<file path="src/rtl/uart_de_pkg.sv">
package uart_de_pkg;

    typedef enum logic [1:0] {
        PAR_NONE = 2'd0,
        PAR_ODD  = 2'd1,
        PAR_EVEN = 2'd2,
        PAR_RSVD = 2'd3
    } parity_e;

    typedef enum logic [1:0] {
        STOP_HALF     = 2'd0,
        STOP_ONE      = 2'd1,
        STOP_ONE_HALF = 2'd2,
        STOP_TWO      = 2'd3
    } stop_e;

    typedef enum logic [2:0] {
        ST_IDLE,
        ST_LEAD,
        ST_START,
        ST_DATA,
        ST_STOP,
        ST_LAG
    } seq_e;

    // Last tick index of the stop period: half-bit steps of the oversampling rate.
    function automatic int stop_last(stop_e s, int osr);
        return ((int'(s) + 1) * osr) / 2 - 1;
    endfunction

    function automatic logic parity_on(parity_e p);
        return (p == PAR_ODD) || (p == PAR_EVEN);
    endfunction

endpackage

</file>
<file path="src/rtl/uart_de_frame.sv">
module uart_de_frame
    import uart_de_pkg::*;
#(
    parameter int DATA_W  = 9,
    parameter int LEN_MIN = 5,
    localparam int NB_W   = $clog2(DATA_W + 2)
) (
    input  logic [DATA_W-1:0] data,
    input  logic [3:0]        len_code,
    input  parity_e           par,
    output logic [DATA_W:0]   bits,
    output logic [NB_W-1:0]   nbits
);

    int  len;
    logic ones;

    always_comb begin
        if (int'(len_code) < LEN_MIN)      len = LEN_MIN;
        else if (int'(len_code) > DATA_W)  len = DATA_W;
        else                               len = int'(len_code);

        ones = 1'b0;
        for (int i = 0; i < DATA_W; i++) begin
            if (i < len) ones = ones ^ data[i];
        end

        bits = '1;
        for (int i = 0; i < DATA_W; i++) begin
            if (i < len) bits[i] = data[i];
        end
        if (parity_on(par)) begin
            bits[len] = (par == PAR_ODD) ? ~ones : ones;
        end

        nbits = NB_W'(len + (parity_on(par) ? 1 : 0));
    end

endmodule

</file>
<file path="src/rtl/uart_de_seq.sv">
module uart_de_seq
    import uart_de_pkg::*;
#(
    parameter int DATA_W = 9,
    parameter int OSR    = 16,
    parameter int TIME_W = 5,
    localparam int NB_W  = $clog2(DATA_W + 2),
    localparam int CNT_W = ($clog2(2 * OSR) > TIME_W) ? $clog2(2 * OSR) : TIME_W
) (
    input  logic              clk,
    input  logic              rst,
    input  logic              tick,
    input  logic              in_valid,
    output logic              in_ready,
    input  logic [DATA_W:0]   frame_bits,
    input  logic [NB_W-1:0]   frame_nbits,
    input  stop_e             stop_sel,
    input  logic              de_en_in,
    input  logic [TIME_W-1:0] lead_in,
    input  logic [TIME_W-1:0] lag_in,
    output logic              tx_line,
    output logic              de_line
);

    seq_e              state_q, state_n;
    logic [CNT_W-1:0]  cnt_q, cnt_n, limit;
    logic [NB_W-1:0]   idx_q, idx_n, nbits_q, nbits_n;
    logic [DATA_W:0]   shreg_q, shreg_n;
    logic [CNT_W-1:0]  stop_last_q, stop_last_n;
    logic [TIME_W-1:0] lead_q, lead_n, lag_q, lag_n;
    logic              de_en_q, de_en_n;
    logic              tx_q, tx_n, de_q, de_n;
    logic              accept, last;

    assign in_ready = (state_q == ST_IDLE) || (state_q == ST_LAG);
    assign accept   = in_valid && in_ready;

    always_comb begin
        case (state_q)
            ST_LEAD: limit = CNT_W'(lead_q - 1'b1);
            ST_STOP: limit = stop_last_q;
            ST_LAG:  limit = CNT_W'(lag_q - 1'b1);
            default: limit = CNT_W'(OSR - 1);
        endcase
        last = (cnt_q == limit);
    end

    always_comb begin
        state_n     = state_q;
        cnt_n       = cnt_q;
        idx_n       = idx_q;
        nbits_n     = nbits_q;
        shreg_n     = shreg_q;
        stop_last_n = stop_last_q;
        lead_n      = lead_q;
        lag_n       = lag_q;
        de_en_n     = de_en_q;

        case (state_q)
            ST_IDLE, ST_LAG: begin
                if (accept) begin
                    shreg_n     = frame_bits;
                    nbits_n     = frame_nbits;
                    stop_last_n = CNT_W'(stop_last(stop_sel, OSR));
                    lead_n      = lead_in;
                    lag_n       = lag_in;
                    de_en_n     = de_en_in;
                    cnt_n       = '0;
                    idx_n       = '0;
                    if (state_q == ST_IDLE && de_en_in && lead_in != '0)
                        state_n = ST_LEAD;
                    else
                        state_n = ST_START;
                end else if (state_q == ST_LAG && tick) begin
                    if (last) begin
                        state_n = ST_IDLE;
                        cnt_n   = '0;
                    end else begin
                        cnt_n = cnt_q + 1'b1;
                    end
                end
            end
            ST_LEAD, ST_START: begin
                if (tick) begin
                    if (last) begin
                        state_n = (state_q == ST_LEAD) ? ST_START : ST_DATA;
                        cnt_n   = '0;
                    end else begin
                        cnt_n = cnt_q + 1'b1;
                    end
                end
            end
            ST_DATA: begin
                if (tick) begin
                    if (last) begin
                        cnt_n   = '0;
                        shreg_n = shreg_q >> 1;
                        idx_n   = idx_q + 1'b1;
                        if (idx_q == nbits_q - 1'b1) state_n = ST_STOP;
                    end else begin
                        cnt_n = cnt_q + 1'b1;
                    end
                end
            end
            ST_STOP: begin
                if (tick) begin
                    if (last) begin
                        cnt_n   = '0;
                        state_n = (de_en_q && lag_q != '0) ? ST_LAG : ST_IDLE;
                    end else begin
                        cnt_n = cnt_q + 1'b1;
                    end
                end
            end
            default: state_n = ST_IDLE;
        endcase

        tx_n = (state_n != ST_START) && ((state_n != ST_DATA) || shreg_n[0]);
        de_n = de_en_n && (state_n != ST_IDLE);
    end

    always_ff @(posedge clk) begin
        if (rst) begin
            state_q     <= ST_IDLE;
            cnt_q       <= '0;
            idx_q       <= '0;
            nbits_q     <= '0;
            shreg_q     <= '1;
            stop_last_q <= '0;
            lead_q      <= '0;
            lag_q       <= '0;
            de_en_q     <= 1'b0;
            tx_q        <= 1'b1;
            de_q        <= 1'b0;
        end else begin
            state_q     <= state_n;
            cnt_q       <= cnt_n;
            idx_q       <= idx_n;
            nbits_q     <= nbits_n;
            shreg_q     <= shreg_n;
            stop_last_q <= stop_last_n;
            lead_q      <= lead_n;
            lag_q       <= lag_n;
            de_en_q     <= de_en_n;
            tx_q        <= tx_n;
            de_q        <= de_n;
        end
    end

    assign tx_line = tx_q;
    assign de_line = de_q;


    accept_drops_ready_chk: assert property (@(posedge clk) disable iff (rst)
        accept |=> !in_ready);


    tx_low_framed_chk: assert property (@(posedge clk) disable iff (rst)
        !tx_q |-> (state_q == ST_START || state_q == ST_DATA));


    de_before_start_chk: assert property (@(posedge clk) disable iff (rst)
        ($fell(tx_q) && de_en_q) |-> de_q);


    de_off_quiet_chk: assert property (@(posedge clk) disable iff (rst)
        !de_en_q |-> !de_q);


    lag_hold_chk: assert property (@(posedge clk) disable iff (rst)
        (state_q == ST_LAG && in_valid && de_en_in) |=> (de_q && !tx_q));


    stop_bound_chk: assert property (@(posedge clk) disable iff (rst)
        (state_q == ST_STOP) |-> (cnt_q <= stop_last_q));


    cfg_hold_chk: assert property (@(posedge clk) disable iff (rst)
        (state_q == ST_START || state_q == ST_DATA || state_q == ST_STOP)
        |=> ($stable(stop_last_q) && $stable(nbits_q) && $stable(lag_q)));

endmodule

</file>
<file path="src/rtl/uart_de_pol.sv">
module uart_de_pol (
    input  logic lvl,
    input  logic inv,
    output logic pin
);

    assign pin = lvl ^ inv;

endmodule

</file>
<file path="src/rtl/uart_de_tx.sv">
module uart_de_tx
    import uart_de_pkg::*;
#(
    parameter int DATA_W = 9,
    parameter int OSR    = 16,
    parameter int TIME_W = 5,
    localparam int NB_W  = $clog2(DATA_W + 2),
    localparam int NPINS = 2
) (
    input  logic              clk,
    input  logic              rst,
    input  logic              tick16,
    input  logic              in_valid,
    output logic              in_ready,
    input  logic [DATA_W-1:0] in_data,
    input  logic [3:0]        cfg_data_len,
    input  logic [1:0]        cfg_parity,
    input  logic [1:0]        cfg_stop,
    input  logic              cfg_de_en,
    input  logic [TIME_W-1:0] cfg_de_lead,
    input  logic [TIME_W-1:0] cfg_de_lag,
    input  logic              cfg_tx_inv,
    input  logic              cfg_de_inv,
    output logic              tx_out,
    output logic              de_out
);

    logic [DATA_W:0]  fbits;
    logic [NB_W-1:0]  fnbits;
    logic             tx_line, de_line;
    logic [NPINS-1:0] lvl, inv, pin;

    uart_de_frame #(.DATA_W(DATA_W)) u_frame (
        .data     (in_data),
        .len_code (cfg_data_len),
        .par      (parity_e'(cfg_parity)),
        .bits     (fbits),
        .nbits    (fnbits)
    );

    uart_de_seq #(.DATA_W(DATA_W), .OSR(OSR), .TIME_W(TIME_W)) u_seq (
        .clk         (clk),
        .rst         (rst),
        .tick        (tick16),
        .in_valid    (in_valid),
        .in_ready    (in_ready),
        .frame_bits  (fbits),
        .frame_nbits (fnbits),
        .stop_sel    (stop_e'(cfg_stop)),
        .de_en_in    (cfg_de_en),
        .lead_in     (cfg_de_lead),
        .lag_in      (cfg_de_lag),
        .tx_line     (tx_line),
        .de_line     (de_line)
    );

    assign lvl = {de_line, tx_line};
    assign inv = {cfg_de_inv, cfg_tx_inv};

    for (genvar g = 0; g < NPINS; g++) begin : g_pin
        uart_de_pol u_pol (
            .lvl (lvl[g]),
            .inv (inv[g]),
            .pin (pin[g])
        );
    end

    assign tx_out = pin[0];
    assign de_out = pin[1];

endmodule

</file>
<file path="config.mk">
export PLATFORM = sky130hd
export DESIGN_NAME = uart_de_tx
export DESIGN_NICKNAME = d
export VERILOG_FILES = /design/src/rtl/uart_de_pkg.sv /design/src/rtl/uart_de_frame.sv /design/src/rtl/uart_de_seq.sv /design/src/rtl/uart_de_pol.sv /design/src/rtl/uart_de_tx.sv
export SDC_FILE = /design/constraint.sdc
export NUM_CORES = 1
export LEC_CHECK = 0
export ABC_AREA = 1
export CAP_MARGIN = 10
export CORE_MARGIN = 2
export CORE_UTILIZATION = 30
export DETAILED_ROUTE_END_ITERATION = 12
export GPL_TIMING_DRIVEN = 0
export MAX_ROUTING_LAYER = met4
export PLACE_DENSITY_LB_ADDON = 0.3
export SLEW_MARGIN = 25
export SYNTH_ARGS = -nofsm -noshare
export SYNTH_HDL_FRONTEND = slang
export SYNTH_SLANG_ARGS = --single-unit
</file>
<file path="constraint.sdc">
create_clock -name clk -period 5.82 [get_ports clk]
set_input_delay 1.164 -clock clk [delete_from_list [all_inputs] [get_ports clk]]
set_output_delay 1.164 -clock clk [all_outputs]
set_load 0.02 [all_outputs]
</file>
==> metrics.txt, run 1 <==
GP Congestion 0.889; vias after detailed routing between 2000 and 3000; P&R area growth vs syn 21.8%; routed wire length 7280 um; row count 34; final period utilization 61.0%; YS warnings 0; largest net degree at the start of global routing 15; Area after DPL 0.00323 mm2; Clock Tree Buf Depth 2; Async SR Flop Fraction 0%; CP delay by family, top buffers and inverters; Worst Setup Slack, final 2.27 ns; DRT iter0 DRCs 160; post-synth top area cell dfxtp_1; drt drc 0; post-layout util 38.0%; min Tclk post-route about 3.6 ns; Slew HR 65.6%; Post-synth top cells 95 x nand2_1, 44 x inv_1, 42 x dfxtp_1; CTS root buf clkbuf_8; Worst Tran Pin Value 0.516 ns; CP Max Fanout 1; Worst setup SP type input port; FF+latch count, synth 42; cells after synthesis a little over 400; vias per cell 4.98; Post-synth EDFFs 0; cell mode on critical path clkdlybuf4s50_1; max frequency 282 MHz; Pre-antenna DRT Iters 5; Num CTS Buffers 5; number of nets in the layout a little under 500; critical path capture point type output pin; DIE HEIGHT 99.6 um; Synth top area share 30.6%; syn_nets 453; Cell variety after synth 42; initial antenna violation count 0; status finished clean; Starting Density between 30% and 40%; layout cells sized above 1 8.57%; # clock sinks 42; post-route antenna net violation count 0; crit path buf inv count 2; final hold viol count 0; Slew Viols, Final 0; post-synthesis sequential area ratio 30.6%; Top Ports 37; Final Skew 0.0125 ns; clock tree from TritonCTS built; drt wl/cell 12.9 um; Setup Total Neg Slack 0 ns; first-pass GRT wire length 12400 um; # setup viols final 0; worst path cell trace clkdlybuf4s50_1 > xor2_1 > clkdlybuf4s50_1; peak supply drop 0.000156 V; Detailed Place HPWL 5690 um; post-CTS setup buffer count 0; Placement Setup Slack about 2.3 ns; Area contributors post-synth dfxtp_1 31%, nand2_1 13%, nand3_1 7.3%, inv_1 6.0%, nor2_1 4.8%; crit-path max cell delay 0.62 ns; worst skew pair latency 0.31 ns; Die Area between 0.009 and 0.01 mm2; WP data required around 4.7 ns; top_reg_cell synth dfxtp_1; chip width 99.6 um; RSZ-0062 raised after global routing false; GRT Util Overall 15.8%; Min Hold Slack 0.476 ns; Critical-path top delay cell clkdlybuf4s50_1; cell with the most instances after synthesis nand2_1; total core area 0.00881 mm2; number of global-route vias before repair between 2000 and 3000; H-Tree Depth 2; Max Cap Viol 0; WS Path Type in -> out; HP Class reg -> reg; post-route design area around 0.0033 mm2; leakage power total 1.45 nW; arrival time worst endpoint between 2 and 2.5 ns; gr ovfl total 0; # resized after CTS 0; CTS Hold Bufs 0; Syn Area/Cell about 6.7 um2; Post-Syn Area 0.00274 mm2; PwrDens roughly 400 mW/mm2; IO buf count 35; Worst-path clk slew 0.09 ns; # diodes 0
-- layout by cell type (no fill, tap or decap), types with 18 or more instances in the layout --
cell	count
clkdlybuf4s50_1	35
o21ai_0	26
nor2_1	35
a21oi_1	23
nand2_1	95
inv_1	44
dfxtp_1	42
nand4_1	18
nand3_1	40
-- metrics by stage --
step / std cells / total power, W
after global routing: 563 / 0.00146
final: 563 / 0.00134
after global placement: 555 / 0.00109
after floorplan: 412 / 0.000919
after CTS: 563 / 0.00135
after detailed placement: 555 / 0.00110
-- routing by layer --
layer	up-vias	part of all wire (%)	GRT usage, %
met5	-	0	-
met4	0	1.3	3.69
met3	9	3.9	3.16
met2	59	49	27.2
met1	1277	46	19.0
li1	1461	-	-
-- layout make-up --
cell class | count | area, um2
clock buffers | 5 | 68.8
inverters | 51 | 194
multi-input cells | 307 | 1650
repair buffers | 35 | 350
plain buffers | 12 | 58.8
clock inverters | 3 | 45.0
well taps | 108 | 135
flip-flops and latches | 42 | 841
fillers | 939 | 5460
-- cells by family (layout without fill, tap and decap cells) --
logic type	after synthesis	count (layout)	share of synthesized area, %
and+or+nand+nor	216	216	37.8
AOI/OAI and AO/OA	71	71	15.0
buffers and inverters	63	106	9.21
DFF	42	42	30.6
xor gates and xnor gates	13	13	4.15
adders and majority gates	7	7	3.19
-- worst paths after layout --
path                                 start                       endpoint  slack, ns  cells after the start
max                             cfg_tx_inv                         tx_out       2.27                      3
min          u_seq.shreg_q[1]$_SDFFE_PP1P_  u_seq.shreg_q[1]$_SDFFE_PP1P_       0.48                      2
max reg2reg    u_seq.state_q[1]$_SDFF_PP0_       u_seq.tx_line$_SDFF_PP1_       3.09                     18
min reg2reg  u_seq.shreg_q[1]$_SDFFE_PP1P_  u_seq.shreg_q[1]$_SDFFE_PP1P_       0.48                      2
-- where the power goes --
group	internal, W	switching, W	leakage [nW]
clock	0.000128	0.000116	0.0504
sequential	0.000376	0.0000650	0.347
combinational	0.000239	0.000415	1.05
total	0.000742	0.000595	1.45
-- registers in the layout, indices dropped and copies added (netlist names) --
signal and flops:
u_seq.shreg_q 10, u_seq.cnt_q 5, u_seq.lag_q 5, u_seq.lead_q 5, u_seq.idx_q 4, u_seq.nbits_q 4, u_seq.state_q 3, u_seq.stop_last_q 3
u_seq.de_en_q 1, u_seq.de_line 1, u_seq.tx_line 1
-- tightest hold or removal path, cell delays in order (launching register included) --
cell     delay [ns]
dfxtp_1        0.34
nand2_1        0.05
nand4_1        0.06
Power figures use the tool's default switching activity.
==> inputs of run 2 (changes only) <==
==> constraint.sdc (replaced) <==
create_clock -name clk -period 3.2 [get_ports clk]
set_input_delay 0.64 -clock clk [delete_from_list [all_inputs] [get_ports clk]]
set_output_delay 0.64 -clock clk [all_outputs]
set_load 0.02 [all_outputs]
==> metrics.txt, run 2 (synthesis gave the netlist of run 1 again) <==
row count 34; peak supply drop 0.000283 V; DIE HEIGHT between 90 and 100 um; Placed Cells between 500 and 600; WS Path Type reg -> out; largest reg by FF count u_seq.shreg_q; CTS root buf clkbuf_8; chip width 99.6 um; RSZ-0062 raised after global routing false; DRT iter0 DRCs roughly 180; P&R area growth vs syn 21.8%; Worst Setup Slack, final 0.374 ns; IO buf count 35; CTS Hold Bufs 0; Final Skew 0.0127 ns; final period utilization about nine tenths; Register Area around 840 um2; vias per cell 5.02; arrival time worst endpoint approximately 2.2 ns; final hold viol count 0; clock tree from TritonCTS built; Clock Tree Buf Depth 2; H-Tree Depth 2; post-CTS setup buffer count 0; GP Congestion 0.889; first-pass GRT wire length 12400 um; number of nets in the layout roughly 500; status finished clean; Layout Cells excl Fill 563; commonest non-fill, non-tap cell in the layout nand2_1; commonest cells after routing, fill and taps aside 95 x nand2_1, 44 x inv_1, 42 x dfxtp_1; Placement Setup Slack 0.331 ns; Num CTS Buffers 5; critical path capture point type output pin; max reg flops 10; CP Max Fanout 10; Detailed Place HPWL 5690 um; Slew Viols, Final 0; Slew HR 66.4%; min Tclk post-route 2.83 ns; Starting Density 31.2%; # diodes 0; drt wl/cell 12.9 um; WP data required 2.56 ns; HP Class reg -> reg; Pre-antenna DRT Iters 5; Die Area 0.00993 mm2; Min Hold Slack 0.476 ns; drt drc 0; # resized after CTS 0; FILL cells approximately 940; # setup viols final 0; largest net degree at the start of global routing 15; routed wire length around 7300 um; Setup Total Neg Slack 0 ns; GRT Util Overall 15.8%; worst skew pair latency 0.31 ns; post-route antenna net violation count 0; Worst setup SP type flip-flop; vias after detailed routing 2829; Worst Tran Pin Value 0.504 ns; Worst-path clk slew 0.09 ns; PwrDens 727 mW/mm2; Multi-input gate area approximately 0.0017 mm2; initial antenna violation count 0; # clock sinks 42; gr ovfl total 0; layout cells sized above 1 8.57%; Top Ports 37; max frequency 354 MHz; leakage power total 1.45 nW; total core area between 0.008 and 0.009 mm2; number of global-route vias before repair 2753; Max Cap Viol 0
[run 2: cell counts in the layout (fill, tap and decap cells not counted)]
Identical to the previous run, type by type.
[run 2: power breakdown]
group,leakage (nW),internal (W),total (W),switching [W]
Clock,0.0504,0.000232,0.000441,0.000208
Combinational,1.05,0.000434,0.00119,0.000755
Sequential,0.347,0.000683,0.000802,0.000119
Total,1.45,0.00135,0.00243,0.00108
[run 2: final timing paths]
| path | start | end | slack (ns) | depth (start not counted) |
|---|---|---|---|---|
| min reg2reg | u_seq.shreg_q[1]$_SDFFE_PP1P_ | u_seq.shreg_q[1]$_SDFFE_PP1P_ | 0.48 | 2 |
| max | u_seq.state_q[1]$_SDFF_PP0_ | in_ready | 0.37 | 6 |
| min | u_seq.shreg_q[1]$_SDFFE_PP1P_ | u_seq.shreg_q[1]$_SDFFE_PP1P_ | 0.48 | 2 |
| max reg2reg | u_seq.state_q[1]$_SDFF_PP0_ | u_seq.tx_line$_SDFF_PP1_ | 0.45 | 18 |
[run 2: routing by layer]
metal / GRT usage (%) / up-vias / routed length [um]
li1: - / 1459 / -
met2: 27.0 / 55 / 3530
met3: 3.16 / 6 / 302
met5: - / - / 0
met4: 4.00 / 0 / 78
met1: 19.0 / 1309 / 3370
[run 2: through the flow]
step	total power (W)	cell area, um2	utilization, %
after floorplan	0.00167	2740	-
after global placement	0.00197	3230	36.7
after detailed placement	0.00200	3230	36.7
after CTS	0.00245	3340	38.0
after global routing	0.00266	3340	38.0
final	0.00243	3340	38.0
[run 2: final cells by class]
type / count / share of cell area [%]
flip-flops and latches: 42 / 25.1
plain buffers: 12 / 1.76
repair buffers: 35 / 10.5
well taps: 108 / 4.04
clock buffers: 5 / 2.06
clock inverters: 3 / 1.35
inverters: 51 / 5.80
multi-input cells: 307 / 49.4
[run 2: critical path: stages, from the launching register on]
cell	delay, ns
dfxtp_1	0.49
inv_2	0.16
nand3_4	0.16
inv_1	0.05
nor2_1	0.30
inv_1	0.14
clkdlybuf4s50_1	0.57
